File: src/rtl/chr_xlate_pkg.sv
package chr_xlate_pkg;
  localparam int CPU_AW  = 16;
  localparam int DW      = 8;
  localparam int PPU_AW  = 13;
  localparam int NREG    = 8;
  localparam int IDX_W   = $clog2(NREG);
  localparam int OUTER_W = 3;
  localparam int CHR_AW  = 10 + DW + OUTER_W;

  typedef enum logic [1:0] {
    PAGE_8K = 2'd0,
    PAGE_4K = 2'd1,
    PAGE_2K = 2'd2,
    PAGE_1K = 2'd3
  } page_mode_e;
endpackage

File: src/rtl/chr_reg_file.sv
module chr_reg_file
  import chr_xlate_pkg::*;
#(
  parameter logic [CPU_AW-1:0] LO_BASE    = 16'h9000,
  parameter logic [CPU_AW-1:0] HI_BASE    = 16'hA000,
  parameter logic [CPU_AW-1:0] MODE_ADDR  = 16'hD000,
  parameter logic [CPU_AW-1:0] OUTER_ADDR = 16'hD003
) (
  input  logic              clk,
  input  logic              rst,
  input  logic              wr_en,
  input  logic [CPU_AW-1:0] wr_addr,
  input  logic [DW-1:0]     wr_data,
  input  logic [IDX_W-1:0]  rd_idx,
  output logic [2*DW-1:0]   rd_bank,
  output page_mode_e        mode_o,
  output logic [OUTER_W-1:0] outer_o
);
  logic [DW-1:0] lo_mem [NREG];
  logic [DW-1:0] hi_mem [NREG];
  page_mode_e    mode_q;
  logic [OUTER_W-1:0] outer_q;

  logic lo_hit, hi_hit, mode_hit, outer_hit;
  logic [IDX_W-1:0] wr_idx;

  always_comb begin
    wr_idx    = wr_addr[IDX_W-1:0];
    lo_hit    = wr_en && (wr_addr[CPU_AW-1:IDX_W] == LO_BASE[CPU_AW-1:IDX_W]);
    hi_hit    = wr_en && (wr_addr[CPU_AW-1:IDX_W] == HI_BASE[CPU_AW-1:IDX_W]);
    mode_hit  = wr_en && (wr_addr == MODE_ADDR);
    outer_hit = wr_en && (wr_addr == OUTER_ADDR);
  end

  // Bank byte arrays: one write port, one asynchronous read port each.
  always_ff @(posedge clk) begin
    if (rst) begin
      for (int i = 0; i < NREG; i++) begin
        lo_mem[i] <= '1;
        hi_mem[i] <= '1;
      end
    end else begin
      if (lo_hit) lo_mem[wr_idx] <= wr_data;
      if (hi_hit) hi_mem[wr_idx] <= wr_data;
    end
  end

  always_ff @(posedge clk) begin
    if (rst) begin
      mode_q  <= PAGE_8K;
      outer_q <= '0;
    end else begin
      if (mode_hit)  mode_q  <= page_mode_e'(wr_data[4:3]);
      if (outer_hit) outer_q <= {wr_data[4], wr_data[3], wr_data[0]};
    end
  end

  assign rd_bank = {hi_mem[rd_idx], lo_mem[rd_idx]};
  assign mode_o  = mode_q;
  assign outer_o = outer_q;

  assert_lo_write_R2: assert property (@(posedge clk) disable iff (rst)
    lo_hit |=> lo_mem[$past(wr_idx)] == $past(wr_data));

  assert_outer_pick_R2: assert property (@(posedge clk) disable iff (rst)
    outer_hit |=> outer_q == {$past(wr_data[4]), $past(wr_data[3]), $past(wr_data[0])});

  assert_mode_hold_R2: assert property (@(posedge clk) disable iff (rst)
    !mode_hit |=> $stable(mode_q));
endmodule

File: src/rtl/chr_tile_latch.sv
module chr_tile_latch
  import chr_xlate_pkg::*;
#(
  parameter logic [7:0] TILE_FIRST  = 8'hFD,
  parameter logic [7:0] TILE_SECOND = 8'hFE
) (
  input  logic       clk,
  input  logic       rst,
  input  logic       fetch,
  input  logic       half,
  input  logic [7:0] tile,
  output logic [1:0] sel_o
);
  logic [1:0] sel_q;
  logic hit_first, hit_second;

  assign hit_first  = fetch && (tile == TILE_FIRST);
  assign hit_second = fetch && (tile == TILE_SECOND);

  // One latch per pattern half, indexed by the half bit.
  for (genvar h = 0; h < 2; h++) begin : g_half
    always_ff @(posedge clk) begin
      if (rst)                                  sel_q[h] <= 1'b0;
      else if (hit_first  && (half == h[0]))    sel_q[h] <= 1'b0;
      else if (hit_second && (half == h[0]))    sel_q[h] <= 1'b1;
    end
  end

  assign sel_o = sel_q;

  assert_first_tile_R8: assert property (@(posedge clk) disable iff (rst)
    hit_first |=> sel_q[$past(half)] == 1'b0);

  assert_second_tile_R8: assert property (@(posedge clk) disable iff (rst)
    hit_second |=> sel_q[$past(half)] == 1'b1);

  assert_no_fetch_hold_R8: assert property (@(posedge clk) disable iff (rst)
    !fetch |=> $stable(sel_q));
endmodule

File: src/rtl/chr_addr_gen.sv
module chr_addr_gen
  import chr_xlate_pkg::*;
(
  input  logic               clk,
  input  logic               rst,
  input  page_mode_e         mode,
  input  logic [OUTER_W-1:0] outer,
  input  logic [1:0]         half_sel,
  input  logic [PPU_AW-1:0]  ppu_addr,
  input  logic [2*DW-1:0]    rd_bank,
  output logic [IDX_W-1:0]   rd_idx,
  output logic [CHR_AW-1:0]  chr_addr
);
  localparam int OFS1K = 10;
  localparam int TOP1K = OFS1K + DW - 1;

  logic [CHR_AW-1:0] xlate;
  logic              pa_hi;
  logic [DW-1:0]     inner;
  logic              out_valid_q;

  assign pa_hi = ppu_addr[PPU_AW-1];
  assign inner = rd_bank[DW-1:0];

  always_comb begin
    unique case (mode)
      PAGE_8K: rd_idx = '0;
      PAGE_4K: rd_idx = {pa_hi, half_sel[pa_hi], 1'b0};
      PAGE_2K: rd_idx = {ppu_addr[12:11], 1'b0};
      default: rd_idx = ppu_addr[12:10];
    endcase
  end

  // Mode picks how many inner bank bits survive and where the outer slice lands.
  always_comb begin
    unique case (mode)
      PAGE_8K: xlate = {outer, inner[4:0], ppu_addr[12:0]};
      PAGE_4K: xlate = {outer, inner[5:0], ppu_addr[11:0]};
      PAGE_2K: xlate = {outer, inner[6:0], ppu_addr[10:0]};
      default: xlate = {outer, inner[7:0], ppu_addr[9:0]};
    endcase
  end

  always_ff @(posedge clk) begin
    if (rst) begin
      chr_addr    <= '0;
      out_valid_q <= 1'b0;
    end else begin
      chr_addr    <= xlate;
      out_valid_q <= 1'b1;
    end
  end

  assert_reset_zero_R1: assert property (@(posedge clk)
    rst |=> chr_addr == '0);

  assert_offset_pass_R9: assert property (@(posedge clk) disable iff (rst)
    out_valid_q |-> chr_addr[OFS1K-1:0] == $past(ppu_addr[OFS1K-1:0]));

  assert_outer_top_R9: assert property (@(posedge clk) disable iff (rst)
    out_valid_q |-> chr_addr[CHR_AW-1 -: OUTER_W] == $past(outer));

  assert_high_masked_R7: assert property (@(posedge clk) disable iff (rst)
    (out_valid_q && $past(mode) == PAGE_1K) |->
      ({{DW{1'b0}}, chr_addr[TOP1K:OFS1K]} == ($past(rd_bank) & {{DW{1'b0}}, {DW{1'b1}}})));
endmodule

File: src/rtl/chr_bank_xlate.sv
module chr_bank_xlate
  import chr_xlate_pkg::*;
(
  input  logic              clk,
  input  logic              rst,
  input  logic              cpu_wr_en,
  input  logic [15:0]       cpu_addr,
  input  logic [7:0]        cpu_wr_data,
  input  logic [12:0]       ppu_addr,
  input  logic              ppu_fetch,
  output logic [20:0]       chr_addr
);
  page_mode_e         mode;
  logic [OUTER_W-1:0] outer;
  logic [IDX_W-1:0]   rd_idx;
  logic [2*DW-1:0]    rd_bank;
  logic [1:0]         half_sel;

  chr_reg_file u_regs (
    .clk     (clk),
    .rst     (rst),
    .wr_en   (cpu_wr_en),
    .wr_addr (cpu_addr),
    .wr_data (cpu_wr_data),
    .rd_idx  (rd_idx),
    .rd_bank (rd_bank),
    .mode_o  (mode),
    .outer_o (outer)
  );

  chr_tile_latch u_latch (
    .clk   (clk),
    .rst   (rst),
    .fetch (ppu_fetch),
    .half  (ppu_addr[12]),
    .tile  (ppu_addr[11:4]),
    .sel_o (half_sel)
  );

  chr_addr_gen u_gen (
    .clk      (clk),
    .rst      (rst),
    .mode     (mode),
    .outer    (outer),
    .half_sel (half_sel),
    .ppu_addr (ppu_addr),
    .rd_bank  (rd_bank),
    .rd_idx   (rd_idx),
    .chr_addr (chr_addr)
  );
endmodule

File: config.mk
export PLATFORM = sky130hd
export DESIGN_NAME = chr_bank_xlate
export DESIGN_NICKNAME = d
export VERILOG_FILES = /design/src/rtl/chr_xlate_pkg.sv /design/src/rtl/chr_reg_file.sv /design/src/rtl/chr_tile_latch.sv /design/src/rtl/chr_addr_gen.sv /design/src/rtl/chr_bank_xlate.sv
export SDC_FILE = /design/constraint.sdc
export NUM_CORES = 1
export LEC_CHECK = 0
export BUFFER_PORTS_ARGS = -buffer_cell sky130_fd_sc_hd__buf_2
export CORE_MARGIN = 1
export CORE_UTILIZATION = 30
export DETAILED_ROUTE_END_ITERATION = 10
export HOLD_SLACK_MARGIN = 0.1
export PLACE_DENSITY = 0.43
export SYNTH_ARGS = -nofsm -noshare
export SYNTH_HDL_FRONTEND = slang
export SYNTH_HIERARCHICAL = 1
export SYNTH_SLANG_ARGS = --single-unit
export TNS_END_PERCENT = 100
File: constraint.sdc
create_clock -name clk -period 7 [get_ports clk]
set_clock_uncertainty 0.1 [all_clocks]
set_input_delay 0.7 -clock clk [delete_from_list [all_inputs] [get_ports clk]]
set_output_delay 0.7 -clock clk [all_outputs]
set_load 0.02 [all_outputs]
==> results.cfg <==
[floorplan]
ios = 62
fp.dieArea_um2 = 14600
row_count = 43
start_util_pct = 30.7
die_x_um = 121
coreArea_um2 = 13800
die_h_um = 121

[setup_path]
end_kind = flop
criticalPathCategory = reg2reg
start_kind = flop
critPathRequiredTime_ns = 7.12
r2r_slack_ns = 3.92
cp_max_fo = 16
critPathArrivalTime_ns = 3.20

[grt]
grt_max_degree = 37
grt_antenna_before_repair = 0
grt.total_usage_pct = 14.5
grt_first_pass_wirelength_um = 14900
first_global_vias = 2509
grt-ovfl-total = 0

[sta]
tns_ns = 0
setup_slack_ns = 3.92
timing.hold.ws_ns = 0.364
finalCriticalPeriod_ns = 3.08
period_share_pct = 44.0
max-slew-margin-rel_pct = 27.9
slew_viol_final = 0
worstMarginPinSlew_ns = 1.08
max_freq_mhz = 324
finalHoldViolCount = 0
finalSetupViolCount = 0
rsz0062_at_grt = false

[place]
gp_congestion = 0.738
dpl.hpwl_um = 6920
numPortBuffers = 61
place_ws_ns = 3.71

[final_layout]
fill_cells = 1343
layout.cells.most_common = nand2b_1
multi_input_area_um2 = 1650
regArea_um2 = 2480
drive_gt1_share_pct = 34.9
antennaDiodeCount = 0
post-route-util_pct = 36.1
nNetsFinal = 391
area_delta_synth_final_pct = 17.7
layout_common_cells = 68 x nand2b_1, 64 x edfxtp_1, 61 x buf_2

[routing]
post_drt_wl_per_cell_um = 18.2
drc = 2
ant_nets = 0
drtPass1Iterations = 7
vias = 2453
vias_per_cell = 4.59
totalWireLength_um = 9740
drt_iter0_drc = 103

[logic_synthesis]
syn_area_per_cell_um2 = 14.1
netlist_area_um2 = 4240
syn_nets = 342
yosys_warnings = 6
postSynthCellCount = 301

[power_and_ir_drop]
irDropWorstVdd_v = 0.000141
powerDensity_nw_per_um2 = 241
p_leak_nw = 1.74

[clocking]
clockBufferDepth = 2
post_cts_buffers = 0
root_buffer = clkbuf_16
cts_resized = 0
cts_buffers = 9
htree_levels = 3
clock_sinks = 92
hold_buffers = 0
insertion_delay_ns = 0.35
path_clk_slew_ns = 0.07
cts_tree = done

[run]
maxCapViolCount = 0

[run_status]
status = complete, but fails checks
violations = design-rule violations

[min_path]
hold_path.class = reg2reg
==> stage by stage <==
stage	area, um^2	total power, mW	std cells
after floorplan	4240	0.664	301
after detailed placement	4680	0.704	519
after CTS	4990	1.23	535
final	4990	1.21	535
after global placement	4680	0.704	519
after global routing	4990	1.25	535
==> cell type report <==
class	count	share of cell area [%]
sequential	92	49.7
multi-input combinational	183	33.0
timing repair buffer	62	6.26
clock buffer	10	5.01
tap	180	4.51
clock inverter	6	1.38
inverter	2	0.150
==> layer usage <==
layer,routed length [um],GRT usage (%),up-vias
met5,0,0,-
met3,254,2.40,13
li1,-,-,1192
met4,221,7.41,0
met2,4460,22.1,61
met1,4810,19.7,1187
==> report_power, final <==
group,internal (mW),switching [mW],leakage (nW)
clock network,0.301,0.215,0.155
registers,0.604,0.00722,0.876
logic,0.0334,0.0452,0.712
total,0.938,0.267,1.74
==> sequential cells by signal, indices dropped and copies added, names as in the netlist <==
| name | cells |
|---|---|
| u_gen/chr_addr | 21 |
| u_latch/sel_o | 2 |
| u_regs/mode_o | 2 |
| u_regs/lo_mem | 64 |
| u_regs/outer_o | 3 |
==> path summary, 6_finish.rpt <==
check / startpoint / to / depth (start not counted)
min: u_regs/outer_o[0]$_SDFFE_PP0P_ / u_gen/chr_addr[18]$_SDFF_PP0_ / 1
min reg2reg: u_regs/outer_o[0]$_SDFFE_PP0P_ / u_gen/chr_addr[18]$_SDFF_PP0_ / 1
max reg2reg: u_regs/mode_o[0]$_SDFFE_PP0P_ / u_gen/chr_addr[14]$_SDFF_PP0_ / 6
max: u_regs/mode_o[0]$_SDFFE_PP0P_ / u_gen/chr_addr[14]$_SDFF_PP0_ / 6
==> critical path: stages, from the launching register on <==
cell	delay [ns]
dfxtp_1	0.77
nand2b_1	0.13
o21ai_2	0.85
mux4_2	0.46
mux2_2	0.32
mux2i_1	0.20
o22ai_1	0.11
Power figures use the tool's default switching activity.
